--- src/rtl/mcsr_unit.sv ---
module mcsr_unit #(
  parameter logic [31:0] TRAP_VEC = 32'h0000_0100
) (
  input  logic        clk,
  input  logic        rst_n,
  input  logic        csr_en,
  input  logic [1:0]  csr_op,
  input  logic [11:0] csr_addr,
  input  logic [31:0] csr_wdata,
  output logic [31:0] csr_rdata,
  input  logic        trap_valid,
  input  logic [31:0] trap_pc,
  input  logic [31:0] trap_cause,
  input  logic [31:0] trap_tval,
  input  logic        retire,
  output logic [31:0] resume_pc,
  output logic [31:0] trap_vector
);
  localparam logic [11:0] A_TVEC = 12'h305, A_SCR = 12'h340, A_EPC = 12'h341,
                          A_CAU = 12'h342, A_TVAL = 12'h343,
                          A_CYC = 12'hC00, A_TIM = 12'hC01, A_RET = 12'hC02,
                          A_CYCH = 12'hC80, A_TIMH = 12'hC81, A_RETH = 12'hC82;

  logic [31:0] scratch_q, mepc_q, mcause_q, mtval_q, upd;
  logic [63:0] cyc_q, ret_q;
  logic        wr;

  always_comb begin
    case (csr_addr)
      A_TVEC:         csr_rdata = TRAP_VEC;
      A_SCR:          csr_rdata = scratch_q;
      A_EPC:          csr_rdata = mepc_q;
      A_CAU:          csr_rdata = mcause_q;
      A_TVAL:         csr_rdata = mtval_q;
      A_CYC, A_TIM:   csr_rdata = cyc_q[31:0];
      A_CYCH, A_TIMH: csr_rdata = cyc_q[63:32];
      A_RET:          csr_rdata = ret_q[31:0];
      A_RETH:         csr_rdata = ret_q[63:32];
      default:        csr_rdata = '0;
    endcase
  end

  assign wr = csr_en && (csr_op == 2'b01 || (csr_op[1] && |csr_wdata));

  always_comb begin
    case (csr_op)
      2'b01:   upd = csr_wdata;
      2'b10:   upd = csr_rdata | csr_wdata;
      2'b11:   upd = csr_rdata & ~csr_wdata;
      default: upd = csr_rdata;
    endcase
  end

  always_ff @(posedge clk) begin
    if (!rst_n) begin
      scratch_q <= '0;
      mepc_q    <= '0;
      mcause_q  <= '0;
      mtval_q   <= '0;
      cyc_q     <= '0;
      ret_q     <= '0;
    end else begin
      cyc_q <= cyc_q + 64'd1;
      if (retire) ret_q <= ret_q + 64'd1;
      if (wr && csr_addr == A_SCR) scratch_q <= upd;
      if (trap_valid) begin
        mepc_q   <= {trap_pc[31:2], 2'b00};
        mcause_q <= trap_cause;
        mtval_q  <= trap_tval;
      end else if (wr) begin
        if (csr_addr == A_EPC)  mepc_q   <= {upd[31:2], 2'b00};
        if (csr_addr == A_CAU)  mcause_q <= upd;
        if (csr_addr == A_TVAL) mtval_q  <= upd;
      end
    end
  end

  assign resume_pc   = mepc_q;
  assign trap_vector = TRAP_VEC;
endmodule

--- config.mk ---
export PLATFORM = sky130hd
export DESIGN_NAME = mcsr_unit
export DESIGN_NICKNAME = d
export VERILOG_FILES = /design/src/rtl/mcsr_unit.sv
export SDC_FILE = /design/constraint.sdc
export NUM_CORES = 1
export LEC_CHECK = 0
export ABC_AREA = 1
export BUFFER_PORTS_ARGS = -buffer_cell sky130_fd_sc_hd__buf_2
export CORE_MARGIN = 5
export CORE_UTILIZATION = 40
export DETAILED_ROUTE_END_ITERATION = 6
export PLACE_DENSITY_LB_ADDON = 0.1
export SLEW_MARGIN = 20
export SYNTH_ARGS = -nofsm -noshare
export SYNTH_HDL_FRONTEND = slang
export SYNTH_SLANG_ARGS = --single-unit
--- constraint.sdc ---
create_clock -name clk -period 2.15 [get_ports clk]
set_clock_uncertainty 0.2 [all_clocks]
set_input_delay 0.43 -clock clk [delete_from_list [all_inputs] [get_ports clk]]
set_output_delay 0.43 -clock clk [all_outputs]
set_load 0.03 [all_outputs]
# [Word level (Yosys, flattened, before mapping)]
# Cells that the tools add are included.
[totals] elab_cells=50 latchBits=0 ramBits=0 out_inout_bits=96 input_bits=147 reg_bits=254 mem_count=0 rom_bits=0
[op_classes] n_mul=0 addsub=2 muxes=11 magnitude_cmp=0 n_reduce_logical=14 shifts=0 n_bitwise=3 div=0 eq_ne=14
[ops] cell="$mux W32" count=9
[ops] cell="$pmux W32 S9" count=1
[ops] cell="$add A64 B1 Y64 const B" count=2
[ops] cell="$pmux W32 S3" count=1
[ops] cell="$eq A12 B12 Y1 const B" count=6
[ops] cell="$eq A12 B10 Y1 const B" count=5
[ops] cell="$and A32 B32 Y32" count=1
[ops] cell="$not A32 Y32" count=1
[ops] cell="$or A32 B32 Y32" count=1
[ops] cell="$reduce_or A32 Y1" count=1
[ops] cell="$reduce_bool A2 Y1" count=4
[ops] cell="$reduce_and A2 Y1" count=3
[ops] cell="$eq A2 B2 Y1 const B" count=2
[ops] cell="$reduce_or A2 Y1" count=2
[ops] cell="$logic_and A1 B1 Y1" count=3
[ops] cell="$eq A2 B1 Y1 const B" count=1
[ops] cell="$logic_or A1 B1 Y1" count=1

# [Longest topological paths before layout]
# Gate-level depths: netlist (run 1).
[logic_depth] word_depth=8 mapped_depth=15 ltp_nobuf=13

# [Least setup slack after synthesis (run 1)]
# No wires, ideal clock.
[synth_timing] kind="input port to output port" from="input port csr_addr[0]" to="output port csr_rdata[8]" t_required_ns=1.520 slack_ns=-0.393 t_arrival_ns=1.913 cell_stages=9 path_buffers=4 path_cell_list="buf_6 > inv_2 > nand2_1 > nor2_4 > buf_6 > buf_4 > nand2_1 > buf_2 > o2111ai_1"
[synth_via] elab_chain_len=3 word_cells_on_any_way=14 cone_classes="eq/ne (11); mux (1); reduce/logical (2)"
[synth_lines] item="from (decl)" line_no="8" rtl="input logic [11:0] csr_addr,"
[synth_lines] item="$eq A12 B12 Y1" line_no="29" rtl="case (csr_addr)"
[synth_lines] item="$reduce_or A2 Y1" line_no="29"
[synth_lines] item="$pmux W32 S9 (*)" line_no="29"
[synth_lines] item="to (decl)" line_no="10" rtl="output logic [31:0] csr_rdata,"
# Mark *: on every way between the ends. The rest lies on a longest branch, timed or not.

# [Final worst setup path (run 1)]
[layout_timing] from="input port csr_addr[4]" to="output port csr_rdata[14]"
# The elaborated chain is that of the path after synthesis.

==> results of run 1 <==
metal layers:
layer / part of all wire / vias to the layer above
li1: - / 10820
met5: 0.00015 / -
met3: 0.10 / 220
met1: 0.41 / 10589
met2: 0.44 / 1259
met4: 0.048 / 2
sequential cells by signal (all words and copies together), names as in the netlist:
name / count
cyc_q: 64
mcause_q: 32
ret_q: 64
mtval_q: 32
resume_pc: 30
scratch_q: 32
timing repair:
item,CTS,global route
gates resized for setup,220,213
endpoints found under the setup margin,53,121
cloned,7,8
setup buffers,26,36
endpoints found under the hold margin,60,0
pin swaps,36,69
hold buffers,60,0
kinds of logic after synthesis:
kind of cell,Yosys count,synth area share
XOR/XNOR,19,0.00960
other,2,0.000433
flip-flops,254,0.293
AO/OA/AOI/OAI,389,0.117
buffers and inverters,586,0.143
AND/OR/NAND/NOR,1661,0.435
adder cells (fa/ha/maj),2,0.00144
cells in the mapped netlist (13+ instances only):
cell,count
nand2_1,671
nand3_1,418
inv_1,393
nor2_1,293
dfxtp_1,254
a21oi_1,211
nand4_1,116
o21ai_0,111
nor3_1,74
clkbuf_1,71
buf_2,51
buf_4,48
o21ai_1,30
nor2_2,13
o22ai_1,13
power by group through the flow:
stage	Sequential [mW]	Clock [mW]	Combinational, mW
after global routing	4.98	5.84	1.77
after CTS	4.96	5.66	1.57
after floorplan	5.07	0	0.767
after global placement	5.06	0	1.41
final	4.98	5.59	1.64
after detailed placement	5.06	0	1.43
area by class of cell:
cell class | count | area (um^2)
Tap cell | 585 | 732
Inverter | 405 | 1570
Timing Repair Buffer | 789 | 6700
Clock buffer | 48 | 910
Multi-Input combinational cell | 2105 | 11100
Sequential cell | 254 | 5120
Fill cell | 4121 | 16700
Clock inverter | 8 | 150
per-stage QoR:
step	utilization	power [mW]	hold slack [ns]
finish	0.611	12.2	0.0139
CTS	0.583	12.2	0.00165
global route	0.611	12.6	0.0280
global placement	0.518	6.48	0.281
floorplan	-	5.84	0.240
detailed placement	0.518	6.50	0.279
worst max-delay path: cells and delay by family:
kind | cells | cell delay, ns
buffers and inverters | 5 | 0.69
and+or+nand+nor | 6 | 0.69
AOI/OAI and AO/OA | 2 | 0.17
path summary, 6_finish.rpt:
kind / to / cells past startpoint
hold / removal: mtval_q[23] / 5
setup / recovery: csr_rdata[14] / 13
hold reg to reg: ret_q[8] / 1
setup reg to reg: ret_q[56] / 12
==> metrics.yaml, run 1 <==
power:
  clkPwrFrac: 0.458
  swShare: 0.277
  netSwitchingPower_mw: 3.38
  combinationalPowerShare: 0.134
  power_density_mw_per_mm2: 465
  p_leak_nw: 12.0
  vdd_drop_max_uv: 628
  power.internal_mw: 8.83
  seqPwrFrac: 0.408
worst_setup_path:
  crit_required_ns: 1.52
  cp_slowest_cell: "buf_12"
  critPathKind: "input port to primary output"
  r2r-start: "ret_q[5]"
  cpMostUsedCell: "nor2_4"
  slowest_delay_ns: 0.17
  worstPathMaxFanout: 8
  endpoint_kind: "primary output"
  critPathArrivalTime_ns: 2.00
  r2r_setup_slack_ns: 0.04
  crit_path_start_kind: "input port"
  worstPathCellList: "buf_6, nor2_4, nand2_2, nor2_4, buf_12, nand2_8, nor2_4, clkinv_4, buf_12, o21ai_2, a221oi_2, nand2_2, buf_6"
  critPathLaunch: "csr_addr[4]"
finish:
  num_antenna_cells: 0
  drive_gt1_frac: 0.304
  design_area_mm2: 0.0262
  final_common_cell: "nand2_1"
  fin_cells: 4194
  layout.nets: 3735
  area_growth_pct: 51.4
  mostFrequentLayoutCells: "nand2_1 (611), buf_4 (441), inv_1 (378)"
place:
  dp_slack_ns: -0.664
  finalWeightedCongestion: 1.03
  io_buffers: 206
  hpwlAfterDp_mm: 68.1
  dp_cells: 4005
  dpl_cell_area_mm2: 0.0222
outcome:
  status: "complete, but fails checks"
  failed_checks: "design-rule violations, negative setup slack"
synthesis:
  synthCells: 2913
  synth_area_per_cell_um2: 5.95
  ys_dominant_reg_cell: "dfxtp_1"
  synth_top_cell_by_area: "dfxtp_1"
  synth-seq-cells: 254
  yosysSeqAreaShare: 0.293
  yosysWarnings: 0
  yosysTopAreaCellShare: 0.293
  ys_async_sr_fraction: 0
  ys_types: 50
  synth-edff-count: 0
  syn_area_mm2: 0.0173
  synth_area_leaders: "dfxtp_1 (29%), nand2_1 (15%), nand3_1 (12%), inv_1 (8.5%), nor2_1 (6.3%)"
floorplan:
  start_util: 0.403
  die_w_um: 218
  ioPinCount: 243
  die_area_mm2: 0.0476
  rows: 76
  core_area_mm2: 0.0430
  die_h_um: 218
timing:
  fmax_mhz: 380
  setup_violations: 32
  period_needed_ns: 2.63
  hold_violations: 0
  rsz0062_at_grt: "true"
  drv_slew: 0
  finalCritPeriodShare: 1.22
  layout_setup_ws_ns: -0.479
  tns_ns: -12.72
cts:
  cts_tree: "done"
  cts_buffer_depth: 3
  clk_pin_slew_ns: 0.06
  h-tree-depth: 1
  cts_buffers: 31
  clk_latency_ns: 0.59
  clockRootBuffer: "clkbuf_16"
  cts_sinks: 254
routing:
  wl_per_cell_um: 21.1
  avgViaCountPerCell: 5.46
  dr.pass1.iters: 7
  drt_iter0_drc: 2682
  vias: 22890
  drc: 5
  postRouteAntennaNets: 0
  routed_wl_mm: 88.6
run:
  drv_cap: 0
global_routing:
  grt_overflow: 0
  grt_antenna_before_repair: 2
  grt.total_usage: 0.348
  grt_pass1_wl_mm: 128
  grt_use_met3: 0.0625
  grt-busiest-layer: "met2"
  met1_usage: 0.481
  grt_util_met2: 0.547
  grt_max_degree: 95
  grt_pass1_vias: 20917
worst_hold_path:
  worstHoldStart: "trap_tval[23]"
  hold_class: "input port to flip-flop"
(Power assumes the default switching activity.)
==> run 2: changes to the inputs <==
--- a/config.mk
+++ b/config.mk
@@ -11,6 +11,7 @@
 export CORE_UTILIZATION = 40
 export DETAILED_ROUTE_END_ITERATION = 6
 export PLACE_DENSITY_LB_ADDON = 0.1
+export RECOVER_POWER = 50
 export SLEW_MARGIN = 20
 export SYNTH_ARGS = -nofsm -noshare
 export SYNTH_HDL_FRONTEND = slang
==> constraint.sdc (replaced) <==
create_clock -name clk -period 2.75 [get_ports clk]
set_clock_uncertainty 0.2 [all_clocks]
set_input_delay 0.55 -clock clk [delete_from_list [all_inputs] [get_ports clk]]
set_output_delay 0.55 -clock clk [all_outputs]
set_load 0.03 [all_outputs]
==> metrics.yaml, run 2 (same netlist as run 1, synthesis figures left out) <==
finish:
  largestRegisters: "cyc_q x64, ret_q x64"  # unchanged
  final_core_util: 0.516  # was 0.611
  layout.nets: 3365  # was 3,735
  final_common_cell: "nand2_1"  # unchanged
  design_area_mm2: 0.0222  # was 0.0262 mm^2
  fin_cells: 3826  # was 4,194
  mostFrequentLayoutCells: "nand2_1 (637), nand3_1 (404), inv_1 (391)"  # was nand2_1 (611), buf_4 (441), inv_1 (378)
  num_antenna_cells: 0  # unchanged
  area_growth_pct: 28.0  # was 51.4%
  drive_gt1_frac: 0.184  # was 0.304
cts:
  cts_sinks: 254  # unchanged
  cts_hold_buf: 0  # was 60
  cts_buffer_depth: 3  # unchanged
  clk_pin_slew_ns: 0.06  # about the same
  cts_buffers: 34  # was 31
  clockRootBuffer: "clkbuf_16"  # unchanged
  cts_tree: "done"  # unchanged
  clk_latency_ns: 0.56  # was 0.59 ns
  h-tree-depth: 2  # was 1
global_routing:
  grt_pass1_wl_mm: 122  # was 128 mm
  grt_pass1_vias: 19326  # was 20,917
  grt.total_usage: 0.333  # was 0.348
  grt_max_degree: 77  # was 95
  grt_antenna_before_repair: 3  # was 2
  grt_overflow: 0  # unchanged
floorplan:
  die_area_mm2: 0.0476  # unchanged
  die_w_um: 218  # unchanged
  die_h_um: 218  # unchanged
  rows: 76  # unchanged
  ioPinCount: 243  # unchanged
  core_area_mm2: 0.0430  # unchanged
  start_util: 0.403  # unchanged
outcome:
  failed_checks: "max-capacitance violations, max-slew violations, negative setup slack"  # was design-rule violations, negative setup slack
  status: "complete, but fails checks"  # unchanged
worst_setup_path:
  worstPathCellList: "buf_2, inv_2, nor2_2, nand2_2, nor2_4, buf_6, buf_16, nand4_1, nand2_1, nor2_2, nand2_2, buf_6"  # was buf_6, nor2_4, nand2_2, nor2_4, buf_12, nand2_8, nor2_4, clkinv_4, buf_12, o21ai_2, a221oi_2, nand2_2, buf_6
  worstPathMaxFanout: 31  # was 8
  reg2regPathDepth: 9  # was 12
  critPathKind: "input port to primary output"  # unchanged
  crit_path_start_kind: "input port"  # unchanged
  slowest_delay_ns: 0.19  # was 0.17 ns
  cp_slowest_cell: "buf_6"  # was buf_12
  r2r-start: "ret_q[16]"  # was ret_q[5]
  r2r_end: "ret_q[50]"  # was ret_q[56]
  cp_top_family: "simple AND/OR/NAND/NOR gates"  # was buffers and inverters
  r2r_setup_slack_ns: 0.10  # was 0.04 ns
  critPathArrivalTime_ns: 2.14  # was 2.00 ns
  endpoint_kind: "primary output"  # unchanged
  crit_buf_inv: 5  # unchanged
  crit_required_ns: 2.00  # was 1.52 ns
power:
  power.internal_mw: 6.97  # was 8.83 mW
  vdd_drop_max_uv: 390  # was 628 uV
  netSwitchingPower_mw: 2.69  # was 3.38 mW
  combinationalPowerShare: 0.111  # was 0.134
  power_density_mw_per_mm2: 436  # was 465 mW/mm^2
  clkPwrFrac: 0.487  # was 0.458
  seqPwrFrac: 0.402  # was 0.408
  p_leak_nw: 9.73  # was 12.0 nW
  swShare: 0.278  # was 0.277
  total_power_mw: 9.66  # was 12.2 mW
timing:
  tightest_slew_ns: 1.66
  hold_violations: 0  # unchanged
  slew_headroom: -0.106
  fmax_mhz: 346
  setup_violations: 26  # was 32
  finalCritPeriodShare: 1.05
  rsz0062_at_grt: "true"  # unchanged
  drv_slew: 61  # was 0
  layout_setup_ws_ns: -0.143  # was -0.479 ns
  period_needed_ns: 2.89
routing:
  postRouteAntennaNets: 0  # unchanged
  vias: 21027  # was 22,890
  dr.pass1.iters: 6  # was 7
  drc: 0  # was 5
  drt_iter0_drc: 2445  # was 2,682
  avgViaCountPerCell: 5.50  # was 5.46
  wl_per_cell_um: 21.6  # was 21.1 um
  routed_wl_mm: 82.7  # was 88.6 mm
worst_hold_path:
  worstHoldStart: "trap_tval[24]"  # was trap_tval[23]
  whs_path_depth: 5  # unchanged
  hold_class: "input port to flip-flop"  # unchanged
  holdPathEnd: "mtval_q[24]"  # was mtval_q[23]
run:
  drv_cap: 1  # was 0
place:
  finalWeightedCongestion: 1.01  # was 1.03
  dp_cells: 3744  # was 4,005
  io_buffers: 206  # unchanged
  hpwlAfterDp_mm: 64.8  # was 68.1 mm
  dpl_cell_area_mm2: 0.0201  # was 0.0222 mm^2
[run 2: cell types whose count changed in the layout (fill, tap and decap cells not counted), moves of 20 or more]
cell	change
buf_4	-294
dlygate4sd3_1	-60
nor2_1	+34
clkbuf_1	+33
buf_2	-27
nand3_1	+27
nand2_1	+26
o21ai_0	+26
dfxtp_1	+25
dfxtp_2	-22
nor2_2	-21
o21ai_1	-21
nand3_2	-20
[run 2: final cells by class]
type,instances,area (um^2)
clock buffers,50,1050
multi-input cells,2105,10300
inverters,405,1540
repair buffers,416,3290
fillers,4542,20800
flip-flops and latches,254,5080
clock inverters,11,138
well taps,585,732
[run 2: power groups by stage]
stage / registers (mW) / clock network [mW] / logic [mW]
after floorplan: 3.97 / 0 / 0.589
after global placement: 3.96 / 0 / 1.03
after detailed placement: 3.96 / 0 / 1.04
after CTS: 3.88 / 4.77 / 1.06
after global routing: 3.89 / 4.90 / 1.16
final: 3.89 / 4.71 / 1.07
[run 2: worst reg2reg max path, stage by stage (launching register included)]
cell and delay [ns]:
dfxtp_1 0.39, inv_1 0.22, nor3_1 0.51, nand3_1 0.16, nor3_2 0.25, nand3_1 0.23, nor2_2 0.25, nand2_1 0.11
o21ai_0 0.15, nor2_1 0.06
[run 2: how the worst max path moves through the flow]
stage | start | depth (start not counted) | end
2_1_floorplan | csr_addr[5] | 10 | csr_rdata[30]
3_3_place_gp | csr_addr[8] | 10 | csr_rdata[25]
3_5_place_dp | csr_addr[5] | 10 | csr_rdata[25]
4_1_cts | csr_addr[4] | 12 | csr_rdata[5]
5_1_grt | csr_addr[6] | 13 | csr_rdata[19]
6_report | csr_addr[6] | 12 | csr_rdata[17]
[run 2: metrics by stage]
step | setup TNS (ns) | hold WS, ns | worst slack, ns
final | -1.96 | 0.137 | -0.143
after global routing | -5.00 | 0.147 | -0.238
after CTS | -1.09 | 0.115 | -0.0888
after detailed placement | -9.56 | 0.283 | -0.312
after global placement | -7.71 | 0.276 | -0.281
after floorplan | 0 | 0.240 | 0.0428
[run 2: routing by layer]
layer / routed length (um) / GRT usage / share of wire
met1: 36200 / 0.473 / 0.44
met4: 3050 / 0.105 / 0.037
met3: 6890 / 0.0497 / 0.083
met5: 13 / 0 / 0.00016
met2: 36500 / 0.522 / 0.44
[run 2: repair_timing]
action,in CTS,in global routing
buffers inserted,10,6
resized for setup,144,75
endpoints found under the setup margin,32,32
gates cloned,4,2
pin swaps,23,28
